===== src/rtl/lhb_pkg.sv =====
package lhb_pkg;

  typedef enum logic [1:0] {
    XS_IDLE = 2'd0,
    XS_CAPT = 2'd1,
    XS_STRB = 2'd2,
    XS_DONE = 2'd3
  } xfer_state_e;

  typedef struct packed {
    logic       hwsel;
    logic [1:0] regsel;
  } hp_sel_t;

  // host-port selects come from local address bits [4:2]
  function automatic hp_sel_t sel_from_addr(input logic [4:0] low);
    hp_sel_t s;
    s.hwsel  = low[2];
    s.regsel = low[4:3];
    return s;
  endfunction

endpackage


===== src/rtl/lhb_hold_arb.sv =====
module lhb_hold_arb (
  input  logic clk,
  input  logic rst_n,
  input  logic lb_hold_req,
  input  logic dsp_own_ack,
  output logic dsp_own_req,
  output logic lb_hold_ack,
  output logic grant_evt
);

  assign grant_evt = lb_hold_req && !dsp_own_req && !dsp_own_ack && !lb_hold_ack;

  always_ff @(posedge clk or negedge rst_n) begin
    if (!rst_n) begin
      dsp_own_req <= 1'b1;
      lb_hold_ack <= 1'b0;
    end else if (!lb_hold_req) begin
      lb_hold_ack <= 1'b0;
      dsp_own_req <= 1'b1;
    end else begin
      dsp_own_req <= 1'b0;
      if (grant_evt) lb_hold_ack <= 1'b1;
    end
  end

endmodule


===== src/rtl/lhb_decode.sv =====
module lhb_decode #(
  parameter int          AW          = 16,
  parameter int          REGION_LSB  = 12,
  parameter logic [15:0] REGION_BASE = 16'hA000
) (
  input  logic [AW-1:0]       addr,
  output logic                hit,
  output lhb_pkg::hp_sel_t    sel
);

  localparam int RW = AW - REGION_LSB;

  function automatic logic region_match(input logic [AW-1:0] a);
    logic [AW-1:0] base;
    base = AW'(REGION_BASE);
    return a[AW-1:REGION_LSB] == base[AW-1:REGION_LSB];
  endfunction

  logic [RW-1:0] unused_w;
  assign unused_w = '0;
  assign hit = region_match(addr);
  assign sel = lhb_pkg::sel_from_addr(addr[4:0]);

endmodule


===== src/rtl/lhb_xfer.sv =====
module lhb_xfer #(
  parameter int AW      = 16,
  parameter int DW      = 32,
  parameter int TIMEOUT = 8
) (
  input  logic          clk,
  input  logic          rst_n,
  input  logic          granted,
  input  logic          ads_n,
  input  logic [AW-1:0] addr,
  input  logic          wr,
  input  logic [DW-1:0] wdata,
  input  logic [DW-1:0] hp_din,
  input  logic          hp_rdy,
  input  logic          hit,
  output logic [AW-1:0] addr_q,
  output logic          hp_cs_n,
  output logic          hp_strobe_n,
  output logic          hp_rnw,
  output logic [DW-1:0] hp_dout,
  output logic [DW-1:0] rdata,
  output logic          ready_n,
  output logic          tmo_err,
  output logic          start_evt,
  output logic          rdy_evt,
  output logic          tmo_evt
);
  import lhb_pkg::*;

  localparam int CW = $clog2(TIMEOUT + 1);

  xfer_state_e   state;
  logic [CW-1:0] cnt;
  logic          wr_q;
  logic [DW-1:0] wdata_q;

  function automatic logic last_wait(input logic [CW-1:0] c);
    return c == CW'(TIMEOUT - 1);
  endfunction

  assign start_evt = (state == XS_IDLE) && granted && !ads_n;
  assign rdy_evt   = (state == XS_STRB) && hp_rdy;
  assign tmo_evt   = (state == XS_STRB) && !hp_rdy && last_wait(cnt);

  always_ff @(posedge clk or negedge rst_n) begin
    if (!rst_n) begin
      state   <= XS_IDLE;
      cnt     <= '0;
      addr_q  <= '0;
      wr_q    <= 1'b0;
      wdata_q <= '0;
      rdata   <= '0;
      tmo_err <= 1'b0;
    end else begin
      case (state)
        XS_IDLE: if (start_evt) begin
          addr_q <= addr;
          wr_q   <= wr;
          state  <= XS_CAPT;
        end
        XS_CAPT: begin
          wdata_q <= wdata;
          cnt     <= '0;
          state   <= hit ? XS_STRB : XS_DONE;
        end
        XS_STRB: begin
          if (rdy_evt) begin
            rdata <= hp_din;
            state <= XS_DONE;
          end else if (tmo_evt) begin
            rdata   <= '0;
            tmo_err <= 1'b1;
            state   <= XS_DONE;
          end else begin
            cnt <= cnt + 1'b1;
          end
        end
        default: state <= XS_IDLE;
      endcase
    end
  end

  assign hp_cs_n     = !(hit && (state == XS_CAPT || state == XS_STRB));
  assign hp_strobe_n = (state != XS_STRB);
  assign ready_n     = (state != XS_DONE);
  assign hp_rnw      = !wr_q;
  assign hp_dout     = wdata_q;

endmodule


===== src/rtl/lb_hpi_bridge.sv =====
module lb_hpi_bridge #(
  parameter int          AW          = 16,
  parameter int          DW          = 32,
  parameter int          TIMEOUT     = 8,
  parameter int          REGION_LSB  = 12,
  parameter logic [15:0] REGION_BASE = 16'hA000
) (
  input  logic          clk,
  input  logic          rst_n,
  input  logic          lb_hold_req,
  output logic          lb_hold_ack,
  output logic          dsp_own_req,
  input  logic          dsp_own_ack,
  input  logic          lb_ads_n,
  input  logic [AW-1:0] lb_addr,
  input  logic          lb_wr,
  input  logic [DW-1:0] lb_wdata,
  output logic [DW-1:0] lb_rdata,
  output logic          lb_ready_n,
  output logic          lb_int_n,
  output logic          hp_cs_n,
  output logic          hp_strobe_n,
  output logic          hp_rnw,
  output logic          hp_hwsel,
  output logic [1:0]    hp_regsel,
  output logic [DW-1:0] hp_dout,
  input  logic [DW-1:0] hp_din,
  input  logic          hp_rdy,
  input  logic          hp_int_n,
  output logic          tmo_err
);

  logic             grant_evt;
  logic             start_evt;
  logic             rdy_evt;
  logic             tmo_evt;
  logic             addr_hit;
  logic [AW-1:0]    addr_q;
  lhb_pkg::hp_sel_t sel;

  lhb_hold_arb u_arb (
    .clk         (clk),
    .rst_n       (rst_n),
    .lb_hold_req (lb_hold_req),
    .dsp_own_ack (dsp_own_ack),
    .dsp_own_req (dsp_own_req),
    .lb_hold_ack (lb_hold_ack),
    .grant_evt   (grant_evt)
  );

  lhb_decode #(.AW(AW), .REGION_LSB(REGION_LSB), .REGION_BASE(REGION_BASE)) u_dec (
    .addr (addr_q),
    .hit  (addr_hit),
    .sel  (sel)
  );

  lhb_xfer #(.AW(AW), .DW(DW), .TIMEOUT(TIMEOUT)) u_xfer (
    .clk         (clk),
    .rst_n       (rst_n),
    .granted     (lb_hold_ack),
    .ads_n       (lb_ads_n),
    .addr        (lb_addr),
    .wr          (lb_wr),
    .wdata       (lb_wdata),
    .hp_din      (hp_din),
    .hp_rdy      (hp_rdy),
    .hit         (addr_hit),
    .addr_q      (addr_q),
    .hp_cs_n     (hp_cs_n),
    .hp_strobe_n (hp_strobe_n),
    .hp_rnw      (hp_rnw),
    .hp_dout     (hp_dout),
    .rdata       (lb_rdata),
    .ready_n     (lb_ready_n),
    .tmo_err     (tmo_err),
    .start_evt   (start_evt),
    .rdy_evt     (rdy_evt),
    .tmo_evt     (tmo_evt)
  );

  assign hp_hwsel  = sel.hwsel;
  assign hp_regsel = sel.regsel;
  assign lb_int_n  = hp_int_n;

endmodule


===== config.mk =====
export PLATFORM = sky130hd
export DESIGN_NAME = lb_hpi_bridge
export DESIGN_NICKNAME = d
export VERILOG_FILES = /design/src/rtl/lhb_pkg.sv /design/src/rtl/lhb_hold_arb.sv /design/src/rtl/lhb_decode.sv /design/src/rtl/lhb_xfer.sv /design/src/rtl/lb_hpi_bridge.sv
export SDC_FILE = /design/constraint.sdc
export NUM_CORES = 1
export LEC_CHECK = 0
export BUFFER_PORTS_ARGS = -buffer_cell sky130_fd_sc_hd__buf_2
export CAP_MARGIN = 15
export CORE_MARGIN = 5
export CORE_UTILIZATION = 35
export DETAILED_ROUTE_END_ITERATION = 12
export PLACE_DENSITY = 0.73
export SLEW_MARGIN = 20
export SYNTH_ARGS = -nofsm -noshare
export SYNTH_HDL_FRONTEND = slang
export SYNTH_SLANG_ARGS = --single-unit

===== constraint.sdc =====
create_clock -name clk -period 2.3 [get_ports clk]
set_input_delay 0.23 -clock clk [delete_from_list [all_inputs] [get_ports clk]]
set_output_delay 0.23 -clock clk [all_outputs]
set_load 0.01 [all_outputs]

== Word level (Yosys, flattened, before mapping) ==
Index checks and enable logic that the tools add are counted.

* $add $sub $neg: 1
* Equality and inequality tests: 11
* Mux-type cells: 13
* Bitwise gates (word level): 1
* Reduce and logical (&&, ||, !) cells: 25

{| class="wikitable"
|+ Operator list
! operator !! number
|-
| 32-bit 2-to-1 mux || 2
|-
| 2-bit inequality test, second input constant || 5
|-
| 1-bit logical AND || 9
|-
| 4-bit 2-to-1 mux || 2
|-
| 4-bit case mux with 2 select lines || 1
|-
| 1-bit zero test || 7
|-
| 2-bit 2-to-1 mux || 3
|-
| 2-bit case mux with 3 select lines || 1
|-
| 2-bit AND reduction || 3
|-
| 3-bit AND reduction || 2
|-
| 4-bit by 1-bit adder with 4-bit output, second input constant || 1
|-
| 4-bit by 3-bit == test with 1-bit output, second input constant || 1
|-
| 4-bit == test, second input constant || 1
|-
| 1-bit 2-to-1 mux || 4
|-
| 2-bit nonzero test || 2
|-
| 3-bit inequality test, second input constant || 1
|-
| 2-bit by 1-bit == test with 1-bit output, second input constant || 1
|-
| 2-bit == test, second input constant || 1
|-
| 2-bit zero test || 1
|-
| 2-bit by 1-bit inequality test with 1-bit output, second input constant || 1
|-
| 1-bit logical OR || 1
|-
| 1-bit inverter || 1
|}

* Bits in registers: 90
* Input port bits: 88
* Output and inout port bits: 75
* Word-level logic and storage cells: 60

== Logic depth before layout (Yosys ltp) ==
Gate-level depths: netlist of run 1.

* Depth in word-level cells: 6
* Gate-level depth with buffers: 6
* Depth with buffers taken out: 6

== Modules after synthesis ==
From an unflattened synthesis of run 1, not the netlist that was laid out.

* Cells, all modules: 235
* Area total of the unflattened synthesis: 3555.9 µm²

{| class="wikitable"
|+ Modules (own cells, without submodules)
! module !! instances !! cells each !! area each (µm²) !! sequential area each (µm²)
|-
| lhb_xfer || 1 || 224 || 3434.5 || 2202.1
|-
| lhb_hold_arb || 1 || 6 || 78.8 || 51.3
|-
| lhb_decode || 1 || 4 || 35.0 || 0.0
|-
| lb_hpi_bridge || 1 || 1 || 7.5 || 0.0
|}

== Worst setup path after synthesis of run 1 ==
OpenSTA, ideal clock, no wires.

* Path type: register to register
* Start: register u_xfer.state[0]
* End: register u_xfer.state[0]
* Library setup time: 0.125 ns
* Arrival: 1.415 ns
* Required time: 2.175 ns
* Slack: 0.760 ns
* Cell stages (with the launch flop): 7
* Buffers on the path: 0
* Period minus slack after synthesis: 1.540 ns
* Cell sequence: dfrtp_1 -> inv_1 -> ha_1 -> inv_2 -> nor3_4 -> a21oi_2 -> mux2_4

* Word-level cells in the longest chain between the ends: 5
* Elaborated cells between the ends (all ways): 13
* Those cells by class: eq/ne (4); mux (2); reduce/logical (7)

{| class="wikitable"
|+ Ends and longest elaborated chain
! what !! line !! source
|-
| start, declared || lhb_xfer.sv:32 || <nowiki>xfer_state_e state;</nowiki>
|-
| start signal, assigned || lhb_xfer.sv:64 || <nowiki>state <= hit ? XS_STRB : XS_DONE;</nowiki>
|-
| 2-bit == test / 2-bit zero test (equally long branches) || -- ||
|-
| 1-bit logical AND, on equally long branches (2 in series) || lhb_xfer.sv:43, lhb_xfer.sv:41 ||
|-
| 3-bit inequality test (no source line) / 2-bit inequality test (equally long branches) || -- ||
|-
| 2-bit AND reduction (no source line) || -- ||
|}

Several ways; a longest one is shown, not always the timed one.
A chain may end at the register's enable or synchronous reset.

== Final worst setup path of run 1 ==
* Start: register u_xfer.cnt[0]
* End: register u_xfer.rdata[25]

* Word-level cells in the longest chain between the ends: 4

{| class="wikitable"
|+ Ends and longest elaborated chain
! what !! line !! source
|-
| start, declared || lhb_xfer.sv:33 || <nowiki>logic [CW-1:0] cnt;</nowiki>
|-
| start signal, assigned || lhb_xfer.sv:75 || <nowiki>cnt <= cnt + 1'b1;</nowiki>
|-
| 4-bit by 3-bit == test with 1-bit output || lhb_xfer.sv:38 || <nowiki>return c == CW'(TIMEOUT - 1);</nowiki>
|-
| 1-bit logical AND || lhb_xfer.sv:43 || <nowiki>assign tmo_evt = (state == XS_STRB) && !hp_rdy && last_wait(cnt);</nowiki>
|-
| 2-bit nonzero test (no source line) || -- ||
|-
| 2-bit AND reduction (no source line) || -- ||
|-
| end signal, assigned || lhb_xfer.sv:68 || <nowiki>rdata <= hp_din;</nowiki>
|-
| end, declared || lhb_xfer.sv:21 || <nowiki>output logic [DW-1:0] rdata,</nowiki>
|}

No other way between the ends.

==> flow_metrics.py, run 1 <==
metrics = {
    "status": {
        "status": "finished, final reports clean",
    },
    "floorplanning": {
        "ios": 163,
        "num_rows": 34,
        "dieArea_mm2": 0.01105,
        "chipWidth_um": 105.1,
        "core_area_mm2": 0.008763,
        "die_y_um": 105.1,
        "start_util": 0.3614,
    },
    "critical_path": {
        "crit_family": "compound AO/OA/AOI/OAI gates",
        "worstPathRequired_ns": 2.57,
        "slowest_stage": "dfrtp_1",
        "critical_path.max_stage_delay_ns": 0.41,
        "r2r-end": "u_xfer.rdata[25]",
        "timing.rr.start": "u_xfer.cnt[0]",
        "cp.arrival_ns": 2.13,
        "reg2reg_depth": 5,
        "crit_type": "reg2reg",
        "reg2reg_slack_ns": 0.44,
        "path_buf_inv": 1,
        "critPathMaxFanout": 18,
        "startpoint_type": "flop",
        "endpoint_kind": "flop",
        "critical_path.cell_chain": "ha_1, and3b_2, o21ai_4, buf_4, a22o_1",
    },
    "cts": {
        "clkLatencyLatePin_ns": 0.34,
        "htree_levels": 3,
        "cts-resized-gates": 0,
        "cts_made_buffers": 9,
        "cts-root-buf": "clkbuf_8",
        "cts_max_path_buffers": 2,
        "clkSlewWorstSetupHoldPaths_ns": 0.09,
        "cts_tree": "done",
        "clock_sinks": 81,
    },
    "drt": {
        "antenna_left": 0,
        "wl_per_cell_um": 15.06,
        "totalWireLength_um": 7197,
        "first_pass_iters": 3,
        "drt-vias-per-instance": 4.812,
        "drt_iter0_drc": 64,
        "vias": 2300,
        "drc_errors": 0,
    },
    "power": {
        "leakage_uw": 0.002190,
        "max-vdd-ir-drop_mv": 0.6061,
        "p_switching_uw": 2021,
        "switching_share": 0.3436,
        "p_int_uw": 3861,
        "power_frac_comb": 0.415,
        "cellPowerDensity_mw_per_mm2": 1392,
        "seqPwrFrac": 0.417,
        "pwr-share-clk": 0.169,
    },
    "grt": {
        "grt_max_degree": 48,
        "grt_pass1_wl_um": 11990,
        "grt_overflow": 0,
        "grt_pass1_vias": 2444,
        "antenna_found_initial": 0,
        "track_usage": 0.1311,
    },
    "finish": {
        "n_fill_cell": 798,
        "drive_gt1_frac": 0.5946,
        "fin_area_mm2": 0.004225,
        "final_core_util": 0.4822,
        "syn_to_final_growth_pct": 33.43,
        "seq_area_mm2": 0.002028,
        "final_cells": 478,
        "multi_input_area_mm2": 0.001016,
        "num-nets-final": 458,
        "diodes": 0,
    },
    "synth": {
        "synth_cell_types": 31,
        "syn_nets": 302,
        "yosysSeqAreaShare": 0.6405,
        "synth_edf_count": 0,
        "synth.avg_cell_area_um2": 15.15,
        "ys_ff_latch": 81,
        "async_flop_share": 1.000,
        "synth-main-ff-cell": "dfrtp_1",
        "syn_inst": 209,
        "synth_warnings": 0,
        "synth_area_mm2": 0.003167,
    },
    "sta": {
        "min_period_ns": 1.855,
        "fin_crit_sh": 0.8066,
        "worst_pin_slew_ns": 0.4569,
        "fin_ws_ns": 0.4448,
        "finalSetupViolations": 0,
        "tns_ns": 0,
        "hold_viol_final": 0,
        "finClkSkew_ns": 0.01082,
        "max_freq_mhz": 539.0,
        "slew_headroom": 0.6954,
        "rsz0062_at_grt": "no",
        "slew_viol_final": 0,
    },
    "hold_path": {
        "hp-start": "hp_din[22]",
        "min_path_type": "in2reg",
        "whs_path_depth": 2,
        "hold_end": "u_xfer.rdata[22]",
    },
    "placed_design": {
        "place_ws_ns": 0.4574,
        "portBuffers": 151,
        "placed_area_mm2": 0.004018,
        "dpl.hpwl_um": 5406,
        "place_congestion": 0.7173,
        "placedCellCount": 460,
    },
    "flow_run": {
        "drv_cap": 0,
    },
}
==> layout make-up <==
type | count | share of cell area
Sequential cell | 81 | 0.4800
Multi-Input combinational cell | 107 | 0.2404
Timing Repair Buffer | 158 | 0.1960
Tap cell | 108 | 0.03198
Clock buffer | 10 | 0.03020
Clock inverter | 6 | 0.01421
Inverter | 8 | 0.007107
==> layout by cell type, fill, tap and decap left out, drive strengths merged <==
cell type and n:
a211oi 1, a21oi 3, a22o 32, a31o 1
a31oi 2, a32o 1, and3b 1, buf 156
bufinv 1, clkbuf 10, clkinv 3, clkinvlp 2
dfrtp 80, dfstp 1, dlygate4sd3 2, ha 5
inv 8, mux2 41, mux2i 2, nand2 3
nand2b 1, nand3b 1, nand4 2, nor2 6
nor3 1, nor4bb 1, o21ai 1, o22ai 1
o2bb2ai 1
==> registers in the layout, summed over array words and instances (netlist names) <==
name	flops
u_xfer.cnt	4
u_xfer.rdata	32
u_xfer.tmo_err	1
u_xfer.state	2
u_arb.lb_hold_ack	1
u_arb.dsp_own_req	1
u_xfer.wr_q	1
u_xfer.addr_q	7
u_xfer.hp_dout	32
==> cells in the mapped netlist, types with 3 or more instances <==
| master | count | area share |
|---|---|---|
| ha_1 | 5 | 0.020 |
| nor2_1 | 5 | 0.0059 |
| buf_6 | 3 | 0.011 |
| inv_1 | 7 | 0.0083 |
| buf_2 | 5 | 0.0079 |
| nand2_1 | 3 | 0.0036 |
| buf_4 | 4 | 0.0095 |
| dfrtp_1 | 80 | 0.63 |
| mux2_2 | 40 | 0.14 |
| a22o_1 | 32 | 0.089 |
==> through the flow <==
stage	power, uW	hold slack (ns)
detailed placement	4962	0.2160
global placement	4860	0.2105
global route	6288	0.08843
floorplan	4020	-0.06559
CTS	5993	0.08534
finish	5882	0.1037
==> what timing repair did <==
item / in CTS / in global routing
hold buffers: 2 / 0
setup buffers: 0 / 0
endpoints found under the hold margin: 35 / 0
==> power by group through the flow <==
stage	logic (uW)	registers (uW)	clock network, uW
2_1_floorplan	1300	2720	0
3_3_place_gp	2420	2440	0
3_5_place_dp	2500	2470	0
4_1_cts	2500	2460	1040
5_1_grt	2650	2560	1080
6_report	2440	2450	992
==> worst max-delay path by stage <==
stage,startpoint,end,slack (ns),cells past startpoint
3_5_place_dp,u_xfer.cnt[0],u_xfer.rdata[30],0.46,5
2_1_floorplan,u_xfer.state[0],u_xfer.state[0],0.76,6
4_1_cts,u_xfer.cnt[0],u_xfer.rdata[13],0.42,5
5_1_grt,u_xfer.cnt[0],u_xfer.rdata[13],0.33,5
6_report,u_xfer.cnt[0],u_xfer.rdata[25],0.44,5
3_3_place_gp,u_xfer.cnt[0],u_xfer.rdata[18],0.51,5
==> metal layers <==
layer / part of all wire / track usage / routed length, um
met4: 0.014 / 0.04384 / 104
met3: 0.083 / 0.03822 / 600
met2: 0.50 / 0.2226 / 3572
met1: 0.41 / 0.1596 / 2920
met5: 0 / 0 / 0
==> worst reg2reg max path: stages, from the launching register on <==
cell,delay [ns]
dfrtp_1,0.41
ha_1,0.25
and3b_2,0.27
o21ai_4,0.37
buf_4,0.31
a22o_1,0.17
==> cell families after synthesis <==
family,Yosys count,share of synthesized area
buf+inv,21,0.03872
mux,43,0.1533
compound gates,43,0.1166
flops,81,0.6405
simple gates,16,0.03122
fa+ha+maj,5,0.01976
No activity file was read; power rests on OpenSTA's default activity.
==> run 2: changes to the inputs <==
==> constraint.sdc (replaced) <==
create_clock -name clk -period 1.8 [get_ports clk]
set_input_delay 0.18 -clock clk [delete_from_list [all_inputs] [get_ports clk]]
set_output_delay 0.18 -clock clk [all_outputs]
set_load 0.01 [all_outputs]
==> flow_metrics.py, run 2 (synthesized netlist as in run 1, its figures left out) <==
metrics = {
    "finish": {
        "drive_gt1_frac": 0.5979,
        "final_core_util": 0.4876,
        "num-nets-final": 461,
        "diodes": 0,
        "final_cell_mix": "buf_2, dfrtp_1, mux2_2",
        "final_common_cell": "buf_2",
        "fin_area_mm2": 0.004273,
        "syn_to_final_growth_pct": 34.93,
        "n_fill_cell": 780,
    },
    "hold_path": {
        "hp-start": "hp_din[24]",
        "hold_end": "u_xfer.rdata[24]",
        "whs_path_depth": 2,
        "min_path_type": "in2reg",
    },
    "power": {
        "total_power_uw": 7641,
        "pwr-share-clk": 0.172,
        "max-vdd-ir-drop_mv": 0.7109,
        "p_int_uw": 5043,
        "p_switching_uw": 2598,
        "leakage_uw": 0.002203,
        "switching_share": 0.3400,
        "cellPowerDensity_mw_per_mm2": 1788,
        "seqPwrFrac": 0.408,
        "power_frac_comb": 0.419,
    },
    "floorplanning": {
        "die_y_um": 105.1,
        "core_area_mm2": 0.008763,
        "num_rows": 34,
        "start_util": 0.3614,
        "ios": 163,
        "dieArea_mm2": 0.01105,
        "chipWidth_um": 105.1,
    },
    "critical_path": {
        "endpoint_kind": "output port",
        "startpoint_type": "flop",
        "r2r-end": "u_xfer.state[0]",
        "crit_type": "reg2out",
        "cp.arrival_ns": 1.45,
        "worstPathRequired_ns": 1.62,
        "reg2reg_depth": 5,
        "timing.rr.start": "u_xfer.cnt[0]",
        "reg2reg_slack_ns": 0.18,
        "critPathMaxFanout": 7,
    },
    "sta": {
        "slew_viol_final": 0,
        "fin_ws_ns": 0.1741,
        "max_freq_mhz": 615.0,
        "finalSetupViolations": 0,
        "min_period_ns": 1.626,
        "worst_pin_slew_ns": 0.5835,
        "finClkSkew_ns": 0.008734,
        "tns_ns": 0,
        "rsz0062_at_grt": "no",
        "hold_viol_final": 0,
        "fin_crit_sh": 0.9033,
        "slew_headroom": 0.6110,
    },
    "cts": {
        "cts_tree": "done",
        "cts_made_buffers": 9,
        "clkLatencyLatePin_ns": 0.34,
        "cts-root-buf": "clkbuf_8",
        "clock_sinks": 81,
        "htree_levels": 3,
        "cts_max_path_buffers": 2,
        "cts_setup_buffers": 0,
        "clkSlewWorstSetupHoldPaths_ns": 0.09,
    },
    "grt": {
        "grt_pass1_vias": 2530,
        "grt_max_degree": 44,
        "antenna_found_initial": 0,
        "grt_pass1_wl_um": 12230,
        "track_usage": 0.1329,
        "use_met1": 0.1702,
        "met2_usage": 0.2181,
        "grt-busiest-layer": "met2",
        "met3_usage": 0.03637,
        "grt_overflow": 0,
    },
    "drt": {
        "drt_iter0_drc": 92,
        "drt-vias-per-instance": 4.767,
        "antenna_left": 0,
        "totalWireLength_um": 7239,
        "drc_errors": 0,
        "first_pass_iters": 4,
        "wl_per_cell_um": 15.05,
        "vias": 2293,
    },
    "placed_design": {
        "place_ws_ns": 0.1852,
        "portBuffers": 151,
        "dpl.hpwl_um": 5483,
        "placed_area_mm2": 0.004053,
        "place_congestion": 0.6942,
    },
    "flow_run": {
        "drv_cap": 0,
    },
    "status": {
        "status": "finished, final reports clean",
    },
}
==> run 2: layer usage <==
| layer | routed length [um] | share of wire |
|---|---|---|
| met5 | 0 | 0 |
| met4 | 100 | 0.014 |
| met3 | 540 | 0.075 |
| met2 | 3566 | 0.49 |
| met1 | 3032 | 0.42 |
==> run 2: what timing repair did <==
action,in CTS,in global routing
hold buffers,2,0
gates resized for setup,0,1
hold endpoints to repair,41,0
setup endpoints to repair,0,1
==> run 2: worst max path at each step <==
stage                    start  slack, ns  cells after the start               to
2_1_floorplan  u_xfer.state[0]       0.26                      6  u_xfer.state[0]
3_3_place_gp     u_xfer.cnt[0]       0.23                      5  u_xfer.state[0]
3_5_place_dp     u_xfer.cnt[0]       0.19                      5  u_xfer.state[0]
4_1_cts        u_xfer.state[0]       0.12                      4          hp_cs_n
5_1_grt        u_xfer.state[0]       0.04                      4          hp_cs_n
6_report       u_xfer.state[0]       0.17                      4          hp_cs_n
==> run 2: metrics by stage <==
step	hold slack, ns	cells
floorplan	-0.1156	209
CTS	0.04152	481
detailed placement	0.2155	463
finish	0.05998	481
global route	0.04146	481
global placement	0.2063	463
==> run 2: worst max-delay path: stages, from the launching register on <==
cell	delay, ns
dfrtp_1	0.40
inv_1	0.09
ha_2	0.40
nand2_1	0.08
buf_2	0.15
==> run 2: final cells by class <==
cell class | instances | area (um2) | share of cell area
sequential | 81 | 2028 | 0.4747
multi-input combinational | 107 | 1018 | 0.2384
timing repair buffer | 161 | 863.3 | 0.2020
clock buffer | 12 | 145.1 | 0.03397
tap | 108 | 135.1 | 0.03163
clock inverter | 4 | 52.55 | 0.01230
inverter | 8 | 30.03 | 0.007028
==> run 2: power by group through the flow <==
stage / clock network, uW / logic (uW) / registers, uW
after floorplan: 0 / 1660 / 3480
after global placement: 0 / 3170 / 3110
after detailed placement: 0 / 3270 / 3140
after CTS: 1370 / 3260 / 3130
after global routing: 1440 / 3520 / 3240
final: 1320 / 3200 / 3120
==> run 3: changes to the inputs <==
--- a/config.mk
+++ b/config.mk
@@ -10,6 +10,7 @@
 export CORE_MARGIN = 5
 export CORE_UTILIZATION = 35
 export DETAILED_ROUTE_END_ITERATION = 12
+export GPL_ROUTABILITY_DRIVEN = 0
 export PLACE_DENSITY = 0.73
 export SLEW_MARGIN = 20
 export SYNTH_ARGS = -nofsm -noshare
==> constraint.sdc (replaced) <==
create_clock -name clk -period 1.65 [get_ports clk]
set_input_delay 0.165 -clock clk [delete_from_list [all_inputs] [get_ports clk]]
set_output_delay 0.165 -clock clk [all_outputs]
set_load 0.01 [all_outputs]
==> flow_metrics.py, run 3 (synthesized netlist as in run 1, its figures left out) <==
metrics = {
    "grt": {
        "grt_pass1_vias": 2647,
        "grt_overflow": 0,
        "grt_pass1_wl_um": 12450,
        "met3_usage": 0.04747,
        "track_usage": 0.1358,
        "grt_max_degree": 44,
        "antenna_found_initial": 0,
        "grt-busiest-layer": "met2",
        "use_met1": 0.1597,
        "met2_usage": 0.2302,
    },
    "power": {
        "cellPowerDensity_mw_per_mm2": 1951,
        "total_power_uw": 8433,
        "max-vdd-ir-drop_mv": 0.9156,
        "leakage_uw": 0.002226,
    },
    "cts": {
        "clkSlewWorstSetupHoldPaths_ns": 0.08,
        "cts_max_path_buffers": 2,
        "clkLatencyLatePin_ns": 0.34,
        "cts-root-buf": "clkbuf_8",
        "clock_sinks": 81,
        "cts_tree": "done",
        "cts_made_buffers": 9,
        "htree_levels": 3,
    },
    "drt": {
        "vias": 2326,
        "drt-vias-per-instance": 4.776,
        "antenna_left": 0,
        "first_pass_iters": 4,
        "totalWireLength_um": 7517,
        "drt_iter0_drc": 52,
        "drc_errors": 0,
        "wl_per_cell_um": 15.44,
    },
    "sta": {
        "max_freq_mhz": 631.3,
        "hold_slack_ns": 0.04381,
        "hold_viol_final": 0,
        "slew_viol_final": 0,
        "slew_headroom": 0.5438,
        "fin_ws_ns": 0.06598,
        "finalSetupViolations": 0,
        "rsz0062_at_grt": "yes",
        "fin_crit_sh": 0.9600,
        "min_period_ns": 1.584,
        "worst_pin_slew_ns": 0.6836,
        "finClkSkew_ns": 0.01097,
    },
    "status": {
        "status": "finished, final reports clean",
    },
    "critical_path": {
        "crit_type": "reg2reg",
        "worstPathRequired_ns": 1.86,
        "endpoint_kind": "flop",
        "startpoint_type": "flop",
        "reg2reg_depth": 7,
        "cp.arrival_ns": 1.80,
        "critPathMaxFanout": 3,
    },
    "finish": {
        "drive_gt1_frac": 0.6069,
        "n_fill_cell": 764,
        "final_cell_mix": "buf_2, dfrtp_1, mux2_2",
        "final_common_cell": "buf_2",
        "syn_to_final_growth_pct": 36.51,
        "num-nets-final": 467,
        "diodes": 0,
        "final_cells": 487,
    },
    "placed_design": {
        "dpl.hpwl_um": 5624,
        "portBuffers": 151,
        "placedCellCount": 469,
        "place_ws_ns": 0.04509,
    },
    "floorplanning": {
        "core_area_mm2": 0.008763,
        "dieArea_mm2": 0.01105,
        "die_y_um": 105.1,
        "num_rows": 34,
        "chipWidth_um": 105.1,
        "ios": 163,
        "start_util": 0.3614,
    },
    "hold_path": {
        "min_path_type": "in2reg",
        "whs_path_depth": 2,
    },
    "flow_run": {
        "drv_cap": 0,
    },
}
[run 3: metal layers]
metal	wire, um	share of wire	vias up
li1	-	-	1085
met5	0	0	-
met2	3810	0.51	102
met3	666	0.089	10
met4	81	0.011	0
met1	2959	0.39	1129
[run 3: cell type report]
cell class,instances,area [um2],area share
clock buffers,11,131.4,0.03039
clock inverters,5,57.56,0.01331
inverters,8,30.03,0.006946
multi-input cells,108,1040,0.2405
flip-flops and latches,81,2028,0.4692
well taps,108,135.1,0.03126
repair buffers,166,900.9,0.2084
[run 3: repair_timing]
| item | 4_1_cts | 5_1_grt |
|---|---|---|
| gates resized for setup | 3 | 0 |
| hold buffers | 2 | 0 |
| buffers inserted | 0 | 0 |
| pin swaps | 0 | 1 |
| gates cloned | 0 | 1 |
| endpoints found under the hold margin | 38 | 0 |
| endpoints found under the setup margin | 1 | 32 |
[run 3: worst paths after layout]
path | startpoint | to | slack [ns]
min reg2reg | u_xfer.tmo_err | u_xfer.tmo_err | 0.47
min in group asynchronous | rst_n | u_xfer.hp_dout[22] | 0.33
max reg2reg | u_xfer.state[0] | u_xfer.state[0] | 0.07
max in group asynchronous | rst_n | u_xfer.rdata[16] | 0.72
min | hp_din[8] | u_xfer.rdata[8] | 0.04
max | u_xfer.state[0] | u_xfer.state[0] | 0.07
[run 3: stage by stage]
stage,util,setup TNS (ns),cell area [um2]
2_1_floorplan,-,0,3167
3_5_place_dp,0.4682,0,4103
4_1_cts,0.4926,0,4317
3_3_place_gp,0.4676,-8.951,4098
6_report,0.4933,0,4323
5_1_grt,0.4933,-0.2024,4323
[run 3: critical path, stage by stage (launching register included)]
cell	delay, ns
dfrtp_1	0.38
inv_1	0.08
ha_1	0.18
inv_2	0.07
buf_4	0.15
nor3_4	0.23
a21oi_2	0.08
mux2_4	0.30
[run 3: power breakdown]
| group | total, uW | internal (uW) | switching [uW] |
|---|---|---|---|
| clock network | 1380 | 698 | 680 |
| registers | 3390 | 2930 | 464 |
| logic | 3660 | 1920 | 1740 |
| total | 8430 | 5550 | 2890 |
